## config.mk

```make
export PLATFORM = sky130hd
export DESIGN_NAME = fan_ramp_gen
export DESIGN_NICKNAME = d
export VERILOG_FILES = /design/src/rtl/fr_pkg.sv /design/src/rtl/fr_tick_gen.sv /design/src/rtl/fr_ramp_core.sv /design/src/rtl/fan_ramp_gen.sv
export SDC_FILE = /design/constraint.sdc
export NUM_CORES = 1
export LEC_CHECK = 0
export ABC_CLOCK_PERIOD_IN_PS = 2000
export CAP_MARGIN = 20
export CORE_MARGIN = 2
export CORE_UTILIZATION = 69
export DETAILED_ROUTE_END_ITERATION = 10
export DONT_BUFFER_PORTS = 1
export PLACE_DENSITY = 0.82
export SLEW_MARGIN = 30
export SYNTH_ARGS = -nofsm -noshare
export SYNTH_HDL_FRONTEND = slang
export SYNTH_SLANG_ARGS = --single-unit
export TNS_END_PERCENT = 10
```

## constraint.sdc

```tcl
create_clock -name clk -period 2 [get_ports clk]
set_input_delay 0.3 -clock clk [delete_from_list [all_inputs] [get_ports clk]]
set_output_delay 0.3 -clock clk [all_outputs]
set_load 0.02 [all_outputs]
```

## src/rtl/fr_pkg.sv

```systemverilog
package fr_pkg;
  typedef enum logic [1:0] {
    RATE_1HZ  = 2'b00,
    RATE_4HZ  = 2'b01,
    RATE_8HZ  = 2'b10,
    RATE_16HZ = 2'b11
  } rate_e;

  // Right shift applied to the clock frequency to get the tick period.
  function automatic int unsigned rate_shift(rate_e r);
    case (r)
      RATE_1HZ:  return 0;
      RATE_4HZ:  return 2;
      RATE_8HZ:  return 3;
      default:   return 4;
    endcase
  endfunction
endpackage

```

## src/rtl/fr_tick_gen.sv

```systemverilog
module fr_tick_gen
  import fr_pkg::*;
#(
  parameter int unsigned CLK_HZ = 1_000_000
) (
  input  logic  clk,
  input  logic  rst_n,
  input  logic  run,
  input  rate_e rate,
  output logic  tick
);
  localparam int unsigned PW = (CLK_HZ > 2) ? $clog2(CLK_HZ) : 1;

  logic [PW-1:0] pre_q;
  logic [PW-1:0] pre_d;
  logic [PW-1:0] last;

  always_comb begin
    last = PW'((CLK_HZ >> rate_shift(rate)) - 1);
    // >= covers a switch to a faster rate while the count is above the new limit
    tick = run && (pre_q >= last);
    if (!run || tick) pre_d = '0;
    else              pre_d = pre_q + 1'b1;
  end

  always_ff @(posedge clk or negedge rst_n) begin
    if (!rst_n) pre_q <= '0;
    else        pre_q <= pre_d;
  end
endmodule

```

## src/rtl/fr_ramp_core.sv

```systemverilog
module fr_ramp_core #(
  parameter int unsigned CW = 8
) (
  input  logic          clk,
  input  logic          rst_n,
  input  logic          tick,
  input  logic          ramp_en,
  input  logic          tgt_we,
  input  logic [CW-1:0] tgt_wdata,
  output logic [CW-1:0] tgt_q,
  output logic [CW-1:0] cnt_q
);
  logic [CW-1:0] cnt_d;
  logic          cnt_ce;
  logic          go_up;
  logic          go_dn;

  always_comb begin
    go_up  = cnt_q < tgt_q;
    go_dn  = cnt_q > tgt_q;
    cnt_ce = !ramp_en || (tick && (go_up || go_dn));
    if (!ramp_en)   cnt_d = tgt_we ? tgt_wdata : tgt_q;
    else if (go_up) cnt_d = cnt_q + 1'b1;
    else            cnt_d = cnt_q - 1'b1;
  end

  always_ff @(posedge clk or negedge rst_n) begin
    if (!rst_n)      tgt_q <= '0;
    else if (tgt_we) tgt_q <= tgt_wdata;
  end

  always_ff @(posedge clk or negedge rst_n) begin
    if (!rst_n)      cnt_q <= '0;
    else if (cnt_ce) cnt_q <= cnt_d;
  end
endmodule

```

## src/rtl/fan_ramp_gen.sv

```systemverilog
module fan_ramp_gen
  import fr_pkg::*;
#(
  parameter int unsigned CLK_HZ = 1_000_000,
  parameter int unsigned CW     = 8
) (
  input  logic          clk,
  input  logic          rst_n,
  input  logic          tgt_we,
  input  logic [CW-1:0] tgt_wdata,
  input  logic          ramp_en,
  input  logic [1:0]    rate_sel,
  input  logic          fs_force,
  output logic [CW-1:0] dac_code
);
  logic          rst_meta;
  logic          rst_sync_n;
  logic          tick;
  logic [CW-1:0] tgt_code;
  logic [CW-1:0] cnt_code;

  // asynchronous assertion, synchronous release
  always_ff @(posedge clk or negedge rst_n) begin
    if (!rst_n) begin
      rst_meta   <= 1'b0;
      rst_sync_n <= 1'b0;
    end else begin
      rst_meta   <= 1'b1;
      rst_sync_n <= rst_meta;
    end
  end

  fr_tick_gen #(.CLK_HZ(CLK_HZ)) u_tick (
    .clk   (clk),
    .rst_n (rst_sync_n),
    .run   (ramp_en),
    .rate  (rate_e'(rate_sel)),
    .tick  (tick)
  );

  fr_ramp_core #(.CW(CW)) u_core (
    .clk       (clk),
    .rst_n     (rst_sync_n),
    .tick      (tick),
    .ramp_en   (ramp_en),
    .tgt_we    (tgt_we),
    .tgt_wdata (tgt_wdata),
    .tgt_q     (tgt_code),
    .cnt_q     (cnt_code)
  );

  always_comb dac_code = fs_force ? {CW{1'b1}} : cnt_code;
endmodule

```

==> results of run 1 <==
==> repair_timing <==
item | in CTS
buffers inserted | 3
endpoints found under the setup margin | 28
hold buffers | 1
hold endpoints to repair | 2
pin swaps | 14
gates resized for setup | 17
==> synthesized netlist by cell type (2+ instances only) <==
cell type  count
ha_1          40
dfrtp_1       38
nand2_1       32
nor2_1        30
inv_1         22
o21ai_0       18
a21oi_1       15
xor2_1        14
nand3_1       10
or2_2          8
xnor2_1        8
and4_1         6
nand4_1        5
a31oi_1        4
nor3_1         4
mux2i_1        3
o2111ai_1      3
o211ai_1       3
a211oi_1       2
a21o_1         2
and3_1         2
buf_2          2
clkbuf_1       2
nor2b_1        2
nor4_1         2
o21a_1         2
or3_1          2
==> cell families after synthesis <==
family	count (synthesis)	synth area share, %
AO/OA/AOI/OAI	59	14.90
buffers and inverters	28	4.193
XOR/XNOR	22	7.019
adder cells (fa/ha/maj)	41	18.96
other	1	0.1366
flip-flops	38	34.64
multiplexers	4	1.504
AND/OR/NAND/NOR	106	18.64
==> per-stage QoR <==
| stage | setup WS, ns | std cells | hold slack (ns) | TNS (ns) | instance area [um2] |
|---|---|---|---|---|---|
| after floorplan | -0.7910 | 299 | 0.004409 | -11.10 | 2773 |
| after global placement | -0.7906 | 411 | 0.004460 | -18.42 | 3339 |
| after detailed placement | -0.9080 | 411 | 0.004454 | -22.07 | 3339 |
| after CTS | -0.9701 | 423 | 0.1438 | -12.18 | 3575 |
==> impl_metrics.toml, run 1 <==
[timing]
crit_endpoint = "u_core.cnt_q[7]$_DFFE_PN0P_/D"
endpoint_type = "sequential cell input"

[synth]
ys_seq_area_share_pct = 34.64
syn_inst = 299
synth_cell_types = 45
yosys-top-cells-area = "dfrtp_1 (35%), ha_1 (18%), xor2_1 (4.5%)"
postSynthAreaPerCell_um2 = 9.181
async_flop_share_pct = 100.0
yosysTopAreaCell = "dfrtp_1"
synth_fp_nets = 355
synth_edf_count = 0
synth_top_area_share_pct = 34.64
yosys_warnings = 0
ys.flop_type = "dfrtp_1"
netlist_area_mm2 = 0.002745
ys_seq_elements = 38

[outcome]
stop_error = "[ERROR DPL-0038] Utilization greater than 100%, impossible to legalize"
haltStage = "5_1_grt"
status = "did not finish"

[clocking]
clk_path_buf_depth = 2
numCtsBuffers = 5
htreeDepth = 2
cts_sinks = 38
cts_root_buffer = "clkbuf_8"

[floorplanning]
die_w_um = 67.08
initial_core_util_pct = 73.33
die_h_um = 67.08
std_cell_rows = 22
ios = 23

[placed_design]
gp_congestion = 0.8277
dp_hpwl_um = 5380
io_buffers = 0

[global_route]
grt_max_degree = 27
==> inputs of run 2 (changes only) <==
--- a/config.mk
+++ b/config.mk
@@ -8,10 +8,10 @@
 export ABC_CLOCK_PERIOD_IN_PS = 2000
 export CAP_MARGIN = 20
 export CORE_MARGIN = 2
-export CORE_UTILIZATION = 69
+export CORE_UTILIZATION = 40
 export DETAILED_ROUTE_END_ITERATION = 10
 export DONT_BUFFER_PORTS = 1
-export PLACE_DENSITY = 0.82
+export PLACE_DENSITY_LB_ADDON = 0.15
 export SLEW_MARGIN = 30
 export SYNTH_ARGS = -nofsm -noshare
 export SYNTH_HDL_FRONTEND = slang
==> run 2 against run 1 <==
- the flow now finishes, with violations (negative setup slack)
- synthesized area stayed put
- synthesized cell count unchanged
==> impl_metrics.toml, run 2 <==
[synth]
synth_edf_count = 0
synth_fp_nets = 355
yosys_warnings = 0
synth_cell_types = 45
async_flop_share_pct = 100.0
yosys-top-cells-area = "dfrtp_1 (35%), ha_1 (18%), xor2_1 (4.5%)"
syn_inst = 299
netlist_area_mm2 = 0.002745
synth_top_area_share_pct = 34.64
ys_seq_elements = 38
postSynthAreaPerCell_um2 = 9.181
synth.top_cells.by_count = "ha_1 (40), dfrtp_1 (38), nand2_1 (32)"
yosysMostFrequentCell = "ha_1"
ys_seq_area_share_pct = 34.64
ys.flop_type = "dfrtp_1"
yosysTopAreaCell = "dfrtp_1"

[layout]
largest_reg_flops = 20
nFillCells = 625
final_util_pct = 54.56
insertedDiodeCount = 0
finalNetCount = 426
layout_common_cells = "buf_4 (66), dfrtp_1 (38), ha_1 (33)"
syn_to_final_growth_pct = 33.55
reg.largest.list = "u_tick.pre_q x20, u_core.cnt_q x8, u_core.tgt_q x8"
layout-drive-gt1-share_pct = 32.35
max_flop_register = "u_tick.pre_q"
final_common_cell = "buf_4"

[pwr]
swShare_pct = 38.29
p_per_area_mw_per_mm2 = 1158
switching_power_mw = 1.625
p_comb_share_pct = 63.1
power.share.sequential_pct = 21.8
vdd_drop_max_uv = 585.7
p_clk_share_pct = 15.0
p_int_mw = 2.619
p_leak_nw = 1.723

[critical_path]
reg2reg_depth = 11
crit_fanout = 7
reg2reg_slack_ns = -0.92
rr_startpoint = "u_core.cnt_q[1]"
cp_data_required_time_ns = 2.18
path_class = "register to register"
endpoint_kind = "register"
cp-start-kind = "register"
crit_arrival_ns = 3.10
r2r_end = "u_core.cnt_q[7]"

[route]
vias = 2290
drt_iter0_drc = 66
drt-vias-per-instance = 5.078
wl_um = 6618
drcViolationCount = 0
wl_per_cell_um = 14.67
ant_nets = 0
dr.pass1.iters = 4

[timing]
slew_violations = 0
max_freq_mhz = 342.2
fin_crit_ns = 2.922
setup_violations = 28
setup_slack_ns = -0.9220
hold_viol = 0
rsz0062_at_grt = "true"
fin_skew_ns = 0.005889
fin_crit_sh_pct = 146.1

[clocking]
clk_path_buf_depth = 2
clk_pin_slew_ns = 0.08
cts_root_buffer = "clkbuf_8"
htreeDepth = 2
cts_sinks = 38
numCtsBuffers = 5
cts_tree = "built"
clk_latency_ns = 0.30

[floorplanning]
coreArea_mm2 = 0.006719
ios = 23
std_cell_rows = 30
die_area_mm2 = 0.007541
die_h_um = 86.84
initial_core_util_pct = 40.86
die_w_um = 86.84

[global_route]
grt_usage_pct = 18.89
grt_first_pass_wirelength_um = 11150
gr-total-overflow = 0
grt_max_degree = 31
antenna_found_initial = 0
grt_pass1_vias = 2351

[placed_design]
place_ws_ns = -0.9149
io_buffers = 0
gp_congestion = 0.8421
dp_hpwl_um = 4869

[outcome]
status = "finished with violations"
violations = "negative setup slack"

[job]
cap_viol_max_count = 0

[min_path]
hold_class = "register to asynchronous set/reset pin"
[run 2: cell counts after synthesis]
No cell type changed its count.
[run 2: power by group through the flow]
stage	registers, mW	logic (mW)	clock network (mW)
6_report	0.927	2.68	0.638
4_1_cts	0.920	2.41	0.654
5_1_grt	0.941	2.95	0.688
2_1_floorplan	0.964	1.32	0
3_5_place_dp	0.935	2.11	0
3_3_place_gp	0.927	2.10	0
[run 2: final cells by class]
class	instances	area [um2]	share of cell area, %
multi-input cells	233	1882	51.33
flip-flops and latches	38	950.9	25.94
repair buffers	69	536.8	14.64
clock buffers	8	110.1	3.003
well taps	80	100.1	2.730
inverters	23	86.33	2.355
[run 2: cells by family after synthesis]
| family | count (synthesis) | synth area share (%) |
|---|---|---|
| AOI/OAI and AO/OA | 59 | 14.90 |
| other | 1 | 0.1366 |
| adders and majority gates | 41 | 18.96 |
| DFF | 38 | 34.64 |
| and+or+nand+nor | 106 | 18.64 |
| xor gates and xnor gates | 22 | 7.019 |
| muxes | 4 | 1.504 |
| buffers and inverters | 28 | 4.193 |
[run 2: per-layer routing]
| metal | wire, um | vias up | global-route usage, % |
|---|---|---|---|
| li1 | - | 1190 | - |
| met1 | 3271 | 1074 | 26.41 |
| met2 | 3076 | 19 | 29.15 |
| met3 | 187 | 7 | 4.190 |
| met4 | 82 | 0 | 5.682 |
| met5 | 0 | - | 0 |
[run 2: what timing repair did]
action / CTS / global route
hold endpoints to repair: 2 / 0
resized for setup: 19 / 14
setup endpoints to repair: 28 / 28
pin swaps: 12 / 12
cloned: 0 / 0
setup buffers: 0 / 2
hold buffers: 1 / 0
[run 2: worst max-delay path by stage]
| stage | start | to |
|---|---|---|
| finish | u_core.cnt_q[1] | u_core.cnt_q[7] |
| global route | u_core.tgt_q[1] | u_core.cnt_q[7] |
| global placement | u_core.tgt_q[1] | u_core.cnt_q[7] |
| floorplan | u_core.cnt_q[1] | u_core.cnt_q[7] |
| detailed placement | u_core.cnt_q[1] | u_core.cnt_q[7] |
| CTS | u_core.cnt_q[1] | u_core.cnt_q[7] |
[run 2: worst max-delay path: stages (launching register included)]
cell       delay, ns
dfrtp_1         0.43
ha_4            0.29
nor2b_1         0.13
o211ai_1        0.11
a21bo_2         0.28
nand2_8         0.13
ha_4            0.21
or3_1           0.34
o211ai_1        0.11
and3b_2         0.25
o2111ai_2       0.16
or3b_1          0.36
[run 2: metrics by stage]
step | hold slack, ns | cell area, um2 | setup TNS, ns | instances | power [mW]
2_1_floorplan | 0.004409 | 2773 | -11.10 | 299 | 2.282
3_3_place_gp | 0.004467 | 3357 | -19.29 | 440 | 3.025
3_5_place_dp | 0.004467 | 3357 | -20.72 | 440 | 3.047
4_1_cts | 0.1218 | 3581 | -6.957 | 449 | 3.982
5_1_grt | 0.1343 | 3666 | -9.736 | 451 | 4.579
6_report | 0.1115 | 3666 | -6.561 | 451 | 4.245
Power figures use the tool's default switching activity.
